==> src/rtl/boot_src_pkg.sv <==
package boot_src_pkg;

    typedef enum logic [1:0] {
        MODE_NONE = 2'b00,
        MODE_UART = 2'b01,
        MODE_CAN  = 2'b10
    } boot_mode_e;

    typedef struct packed {
        boot_mode_e mode;
        logic       fin;
        logic       go_uart;
        logic       go_can;
    } arb_reg_t;

    localparam arb_reg_t ARB_RESET = '{mode: MODE_NONE, fin: 1'b0,
                                       go_uart: 1'b0, go_can: 1'b0};

endpackage

==> src/rtl/boot_src_qual.sv <==
module boot_src_qual #(
    parameter int                ID_W      = 11,
    parameter int                DLC_W     = 4,
    parameter logic [ID_W-1:0]   MATCH_ID  = 11'h011,
    parameter logic [DLC_W-1:0]  MATCH_DLC = 4'd8
) (
    input  logic             frm_vld,
    input  logic             frm_ext,
    input  logic [ID_W-1:0]  frm_id,
    input  logic [DLC_W-1:0] frm_dlc,
    input  logic             byte_vld,
    output logic             can_hit,
    output logic             uart_hit
);
    logic id_ok;
    logic len_ok;

    always_comb begin
        id_ok    = (frm_id == MATCH_ID);
        len_ok   = (frm_dlc == MATCH_DLC);
        can_hit  = frm_vld & ~frm_ext & id_ok & len_ok;
        uart_hit = byte_vld;
    end
endmodule

==> src/rtl/boot_src_fsm.sv <==
module boot_src_fsm
    import boot_src_pkg::*;
(
    input  logic       clk,
    input  logic       rst_n,
    input  logic       can_hit,
    input  logic       uart_hit,
    input  logic       dl_done,
    output boot_mode_e mode,
    output logic       fin,
    output logic       go_uart,
    output logic       go_can
);
    arb_reg_t st_d;
    arb_reg_t st_q;

    always_comb begin
        st_d         = st_q;
        st_d.go_uart = 1'b0;
        st_d.go_can  = 1'b0;
        case (st_q.mode)
            MODE_NONE: begin
                // CAN takes priority on a same-cycle tie
                if (can_hit) begin
                    st_d.mode   = MODE_CAN;
                    st_d.go_can = 1'b1;
                end else if (uart_hit) begin
                    st_d.mode    = MODE_UART;
                    st_d.go_uart = 1'b1;
                end
            end
            default: begin
                if (dl_done) begin
                    st_d.fin = 1'b1;
                end
            end
        endcase
    end

    always_ff @(posedge clk or negedge rst_n) begin
        if (!rst_n) begin
            st_q <= ARB_RESET;
        end else begin
            st_q <= st_d;
        end
    end

    assign mode    = st_q.mode;
    assign fin     = st_q.fin;
    assign go_uart = st_q.go_uart;
    assign go_can  = st_q.go_can;
endmodule

==> src/rtl/boot_src_ctl.sv <==
module boot_src_ctl
    import boot_src_pkg::*;
#(
    parameter int CAN_PINS = 2
) (
    input  boot_mode_e          mode,
    input  logic                fin,
    output logic                uart_en,
    output logic                can_en,
    output logic                uart_rx_pin_rst,
    output logic [CAN_PINS-1:0] can_pin_rst,
    output logic                core_wdt_en,
    output logic                sys_wdt_en
);
    logic can_lost;
    logic uart_lost;

    always_comb begin
        can_lost        = (mode == MODE_UART);
        uart_lost       = (mode == MODE_CAN);
        uart_en         = ~uart_lost;
        can_en          = ~can_lost;
        uart_rx_pin_rst = uart_lost;
        core_wdt_en     = fin;
        sys_wdt_en      = ~fin;
    end

    for (genvar p = 0; p < CAN_PINS; p++) begin : g_pin
        assign can_pin_rst[p] = can_lost;
    end
endmodule

==> src/rtl/boot_src_cfg.sv <==
module boot_src_cfg #(
    parameter int DIV_W       = 16,
    parameter int UART_DIV    = 1248,
    parameter int CAN_DIV     = 60,
    parameter int MB_W        = 4,
    parameter int MB_SEL      = 0,
    parameter int TMO_W       = 32,
    parameter int WDT_EXP     = 27
) (
    output logic [DIV_W-1:0] uart_div,
    output logic [DIV_W-1:0] can_div,
    output logic [MB_W-1:0]  mbox,
    output logic [TMO_W-1:0] wdt_tmo
);
    // 2.5 * 2^EXP written as 5 * 2^(EXP-1)
    localparam logic [TMO_W-1:0] TMO_VAL = TMO_W'(64'd5 << (WDT_EXP - 1));

    assign uart_div = DIV_W'(UART_DIV);
    assign can_div  = DIV_W'(CAN_DIV);
    assign mbox     = MB_W'(MB_SEL);
    assign wdt_tmo  = TMO_VAL;
endmodule

==> src/rtl/boot_src_arb.sv <==
module boot_src_arb
    import boot_src_pkg::*;
#(
    parameter int ID_W     = 11,
    parameter int DLC_W    = 4,
    parameter int CAN_PINS = 2,
    parameter int DIV_W    = 16,
    parameter int MB_W     = 4,
    parameter int TMO_W    = 32
) (
    input  logic                clk,
    input  logic                rst_n,
    input  logic                uart_byte_vld,
    input  logic                can_frm_vld,
    input  logic                can_frm_ext,
    input  logic [ID_W-1:0]     can_frm_id,
    input  logic [DLC_W-1:0]    can_frm_dlc,
    input  logic                dl_done,
    output logic [1:0]          boot_mode,
    output logic                uart_en,
    output logic                can_en,
    output logic                uart_rx_pin_rst,
    output logic [CAN_PINS-1:0] can_pin_rst,
    output logic                start_uart_dl,
    output logic                start_can_dl,
    output logic                boot_done,
    output logic                core_wdt_en,
    output logic                sys_wdt_en,
    output logic [DIV_W-1:0]    uart_baud_div,
    output logic [DIV_W-1:0]    can_bit_div,
    output logic [MB_W-1:0]     can_mbox_idx,
    output logic [TMO_W-1:0]    sys_wdt_tmo
);
    logic       can_hit;
    logic       uart_hit;
    boot_mode_e mode;
    logic       fin;

    boot_src_qual #(
        .ID_W     (ID_W),
        .DLC_W    (DLC_W),
        .MATCH_ID (ID_W'(11'h011)),
        .MATCH_DLC(DLC_W'(8))
    ) qual_i (
        .frm_vld (can_frm_vld),
        .frm_ext (can_frm_ext),
        .frm_id  (can_frm_id),
        .frm_dlc (can_frm_dlc),
        .byte_vld(uart_byte_vld),
        .can_hit (can_hit),
        .uart_hit(uart_hit)
    );

    boot_src_fsm fsm_i (
        .clk     (clk),
        .rst_n   (rst_n),
        .can_hit (can_hit),
        .uart_hit(uart_hit),
        .dl_done (dl_done),
        .mode    (mode),
        .fin     (fin),
        .go_uart (start_uart_dl),
        .go_can  (start_can_dl)
    );

    boot_src_ctl #(
        .CAN_PINS(CAN_PINS)
    ) ctl_i (
        .mode           (mode),
        .fin            (fin),
        .uart_en        (uart_en),
        .can_en         (can_en),
        .uart_rx_pin_rst(uart_rx_pin_rst),
        .can_pin_rst    (can_pin_rst),
        .core_wdt_en    (core_wdt_en),
        .sys_wdt_en     (sys_wdt_en)
    );

    boot_src_cfg #(
        .DIV_W   (DIV_W),
        .UART_DIV(1248),
        .CAN_DIV (60),
        .MB_W    (MB_W),
        .MB_SEL  (0),
        .TMO_W   (TMO_W),
        .WDT_EXP (27)
    ) cfg_i (
        .uart_div(uart_baud_div),
        .can_div (can_bit_div),
        .mbox    (can_mbox_idx),
        .wdt_tmo (sys_wdt_tmo)
    );

    assign boot_mode = mode;
    assign boot_done = fin;
endmodule

==> config.mk <==
export PLATFORM = sky130hd
export DESIGN_NAME = boot_src_arb
export DESIGN_NICKNAME = d
export VERILOG_FILES = /design/src/rtl/boot_src_pkg.sv /design/src/rtl/boot_src_qual.sv /design/src/rtl/boot_src_fsm.sv /design/src/rtl/boot_src_ctl.sv /design/src/rtl/boot_src_cfg.sv /design/src/rtl/boot_src_arb.sv
export SDC_FILE = /design/constraint.sdc
export NUM_CORES = 1
export LEC_CHECK = 0
export ABC_AREA = 1
export BUFFER_PORTS_ARGS = -buffer_cell sky130_fd_sc_hd__buf_4
export CAP_MARGIN = 20
export CORE_MARGIN = 3
export CORE_UTILIZATION = 30
export CTS_CLUSTER_SIZE = 8
export DETAILED_ROUTE_END_ITERATION = 16
export PLACE_DENSITY = 0.78
export SYNTH_ARGS = -nofsm -noshare
export SYNTH_HDL_FRONTEND = slang
export SYNTH_SLANG_ARGS = --single-unit
==> constraint.sdc <==
create_clock -name clk -period 0.8 [get_ports clk]
set_input_delay 0.12 -clock clk [delete_from_list [all_inputs] [get_ports clk]]
set_output_delay 0.12 -clock clk [all_outputs]
set_load 0.02 [all_outputs]
### Word level (Yosys, flattened, before mapping)

Index checks and enable logic that the tools add are counted.

| cells by class | value |
|---|---|
| muxes and demuxes | 6 |
| equality and inequality tests | 4 |
| reduce and logical (&&, ||, !) cells | 4 |
| bitwise gates (word level) | 8 |

Operator list:

| cell | number |
|---|---|
| $eq A11 B5 Y1 const B | 1 |
| $mux W2 | 3 |
| $not A1 Y1 | 5 |
| $eq A4 B4 Y1 const B | 1 |
| $reduce_and A2 Y1 | 2 |
| $and A1 B1 Y1 | 3 |
| $mux W1 | 3 |
| $eq A2 B1 Y1 const B | 1 |
| $eq A2 B2 Y1 const B | 1 |
| $logic_not A2 Y1 | 1 |
| $reduce_bool A2 Y1 | 1 |

| word-level totals | value |
|---|---|
| flip-flop bits (word level) | 5 |
| logic and storage cells | 26 |

### Logic depth before layout (Yosys ltp)

| depth | value |
|---|---|
| depth after elaboration | 6 |
| mapped depth | 7 |

### Cells and area by module

From an unflattened synthesis, not the netlist that was laid out.

| unflattened totals | value |
|---|---|
| cell total of the unflattened synthesis | 117 |
| area total of the unflattened synthesis | 824.5 µm² |

By module, submodules not included:

| module | cells an instance | instances | area each (µm²) |
|---|---|---|---|
| boot_src_cfg | 70 | 1 | 518.0 |
| boot_src_fsm | 20 | 1 | 185.2 |
| boot_src_qual | 17 | 1 | 72.6 |
| boot_src_ctl | 10 | 1 | 48.8 |

### Least setup slack after synthesis

OpenSTA, ideal clock, no wires.

| timing path | value |
|---|---|
| path kind | reg-to-output |
| start point | register fsm_i.st_q, in the netlist fsm_i.mode[1] |
| end point | output uart_en |
| data arrival time | 1.063 ns |
| cell stages (with the launch flop) | 4 |
| required time | 0.680 ns |
| slack | -0.383 ns |
| cell sequence | dfrtp_1 > inv_1 > nor2_1 > inv_1 |

| between the ends | value |
|---|---|
| longest elaborated chain between the ends | 2 |

RTL lines:

| item | RTL line | source |
|---|---|---|
| start: declaration | boot_src_fsm.sv:15 | `arb_reg_t st_q;` |
| start signal: assignment | boot_src_fsm.sv:44 | `st_q <= st_d;` |
| $eq A2 B2 Y1 | boot_src_ctl.sv:20 | `uart_lost = (mode == MODE_CAN);` |
| net uart_rx_pin_rst | boot_src_arb.sv:22 | `output logic uart_rx_pin_rst,` |
| $not A1 Y1 | boot_src_ctl.sv:21 | `uart_en = ~uart_lost;` |
| end: declaration | boot_src_arb.sv:20 | `output logic uart_en,` |

The timed path passes the listed nets, and every way through them passes these cells.

### Worst setup path in the final report

| timing path | value |
|---|---|
| start point | register fsm_i.st_q, in the netlist fsm_i.mode[0] |
| end point | output can_en |

| between the ends | value |
|---|---|
| longest elaborated chain between the ends | 2 |

RTL lines:

| item | RTL line | source |
|---|---|---|
| $eq A2 B1 Y1 | boot_src_ctl.sv:19 | `can_lost = (mode == MODE_UART);` |
| $not A1 Y1 | boot_src_ctl.sv:22 | `can_en = ~can_lost;` |
| end: declaration | boot_src_arb.sv:21 | `output logic can_en,` |

No other way between the ends.

==> key figures <==
Worst setup path
  – Worst setup EP type: primary output
  – Worst Path Required: 0.68 ns
  – R2r endpoint: fsm_i.mode[0]$_DFFE_PN0P_
  – Worst r2r path cells: 6
  – CP Launch Type: register
  – Worst R2R Setup Slack: -0.24 ns
  – Largest fanout on the critical path: 4
  – Worst EP arrival: 0.99 ns
  – CP Class: reg2out
  – RR Startpoint: fsm_i.mode[0]$_DFFE_PN0P_

Global routing
  – Initial antenna violation count: 0
  – First-pass GRT wire length: 1.72 mm
  – Largest net degree at the start of global routing: 6
  – Vias in the first global route: 441
  – GRT overflow: 0
  – Total Routing Usage GR: 0.0708

Yosys
  – Synth top area share: 0.626
  – Synth warn: 0
  – Post-synth top area cell: buf_4
  – Seq/Total Area, Yosys: 0.147
  – Mapped Area: 851 sq um
  – Cell variety after synth: 12
  – #FFs+latches synth: 5
  – Synthesized instance count: 122
  – Synth area leaders: buf_4, dfrtp_1, inv_1, nor2_1, nand2_1
  – Syn_area_per_cell: 6.97 sq um

Die
  – I/O pin cnt: 101
  – Site Rows: 18
  – Die Y: 59.3 um
  – Die X: 59.3 um
  – Core Region: 2590 sq um
  – Starting Density: 0.329
  – Die area: 3510 sq um

Clock tree
  – CTS Buffer Depth: 2
  – Clk slew on worst S/H paths: 0.04 ns
  – Cts bufs inserted: 3
  – CTS sink cnt: 5
  – H-tree depth: 1
  – Clock tree from TritonCTS: done
  – Clk root buf: clkbuf_4
  – Worst-Skew Late Latency: 0.24 ns

Placed design
  – GPL Wtd Cong: 0.664
  – IO buf count: 32
  – HPWL Detailed: 1.29 mm

Power and ir drop
  – Total power: 0.941 mW
  – Pwr Density: 909 nW/um^2
  – Peak supply drop: 0.484 mV
  – Lkg Pwr: 0.635 nW

Layout
  – Final Util: 0.400
  – Layout cells sized above 1: 0.373
  – Sequential Area: 128 sq um
  – # diodes: 0
  – Area growth from synthesis to layout: 21.6%
  – Area of the multi-input gates: 413 sq um
  – FILL cells: 261
  – Nets: 188

Route
  – Drt first pass iters: 4
  – Vias per inst: 3.23
  – Metal3 WL: 265 um
  – Routed wl met2: 891 um
  – WL/cell: 7.80 um
  – Remaining DRCs: 0
  – Highest metal used: met4
  – Vias: 634
  – WL final: 1.53 mm
  – Antenna viol nets, final: 0
  – Initial DRC count: 10
  – Metal-1 WL: 359 um

STA
  – Min setup slack post-route: -0.305 ns
  – Hold Vio Cnt, Final: 0
  – RSZ-0062 raised after global routing: true
  – Final min period: 1.11 ns
  – Final Max Slew Viols: 0
  – WHS: 0.0750 ns
  – Part of the cycle the worst path needs: 1.38
  – Final setup fails: 17
  – F_max: 905 MHz
  – Final Skew: 0.00198 ns

Worst hold path
  – HP Start: dl_done
  – Hold Path Cell Cnt: 3
  – Worst Hold Path EP: fsm_i.fin$_DFFE_PN0P_
  – Worst hold path class: in2reg

Flow run
  – Max-cap violations: 0

Outcome
  – Run status: finished with violations
  – Failing checks: negative setup slack
[power breakdown]
group	switching, mW	internal, mW	leakage [nW]
Sequential	0	0.254	0.0536
Combinational	0.323	0.0781	0.567
Clock	0.0976	0.188	0.0150
[state kept, by name (all words and copies together) (netlist names)]
register / cells
fsm_i.fin: 1
fsm_i.go_uart: 1
fsm_i.mode: 2
fsm_i.go_can: 1
[per-stage QoR]
step / cell area, sq um / cells / setup TNS, ns / setup slack, ns
after detailed placement: 888 / 183 / -0.914 / -0.159
final: 1030 / 196 / -3.41 / -0.305
after global routing: 1030 / 196 / -4.15 / -0.354
after global placement: 888 / 183 / -0.823 / -0.137
after floorplan: 1110 / 188 / -0.663 / -0.107
after CTS: 1000 / 193 / -3.57 / -0.321
[worst max path at each step]
stage                                     end  cells after the start                      start
floorplan                             uart_en                      3  fsm_i.mode[1]$_DFFE_PN0P_
detailed placement  fsm_i.mode[0]$_DFFE_PN0P_                      6              can_frm_id[7]
global route                           can_en                      4  fsm_i.mode[0]$_DFFE_PN0P_
global placement    fsm_i.mode[0]$_DFFE_PN0P_                      5  fsm_i.mode[0]$_DFFE_PN0P_
CTS                                    can_en                      4  fsm_i.mode[0]$_DFFE_PN0P_
finish                                 can_en                      4  fsm_i.mode[0]$_DFFE_PN0P_
[cell type report]
type,instances,area share
multi-input combinational,98,0.399
timing repair buffer,45,0.365
inverter,14,0.0508
clock buffer,4,0.0254
sequential,5,0.123
tap,30,0.0363
[cells in the mapped netlist, drive strengths merged]
library cell  count
dfrtp             5
nor3              1
nand4             2
nor2             14
nand2             9
or2               1
nand3             3
inv              14
conb              2
buf              71
[routing by layer]
metal  global-route usage  vias to the layer above
met1               0.0552                      265
met5                    0                        -
met2                0.133                       60
li1                     -                      307
met3               0.0218                        2
met4               0.0680                        0
[worst max-delay path: stages (launching register included)]
cell and delay [ns]:
dfrtp_2 0.40, inv_2 0.07, nor2_4 0.11, inv_2 0.05, buf_6 0.12
[repair_timing]
action	CTS	global route
gates resized for setup	14	4
endpoints found under the hold margin	5	0
setup endpoints to repair	17	17
setup buffers	5	3
pin swaps	1	2
hold buffers	1	0
[cell usage in the layout, fill, tap and decap left out, drive strengths merged]
| cell type | n |
|---|---|
| or2 | 1 |
| nor2 | 14 |
| nand3 | 3 |
| buf | 44 |
| nor3 | 1 |
| inv | 14 |
| dfrtp | 5 |
| conb | 68 |
| dlygate4sd3 | 1 |
| nand2 | 9 |
| nand4 | 2 |
| clkbuf | 4 |
[cells by family after synthesis]
logic type / Yosys count / synth area share
buffers and inverters: 85 / 0.688
other: 2 / 0.00883
AND/OR/NAND/NOR: 30 / 0.156
flip-flops: 5 / 0.147
Note: power is estimated with default switching activity, not from simulation.
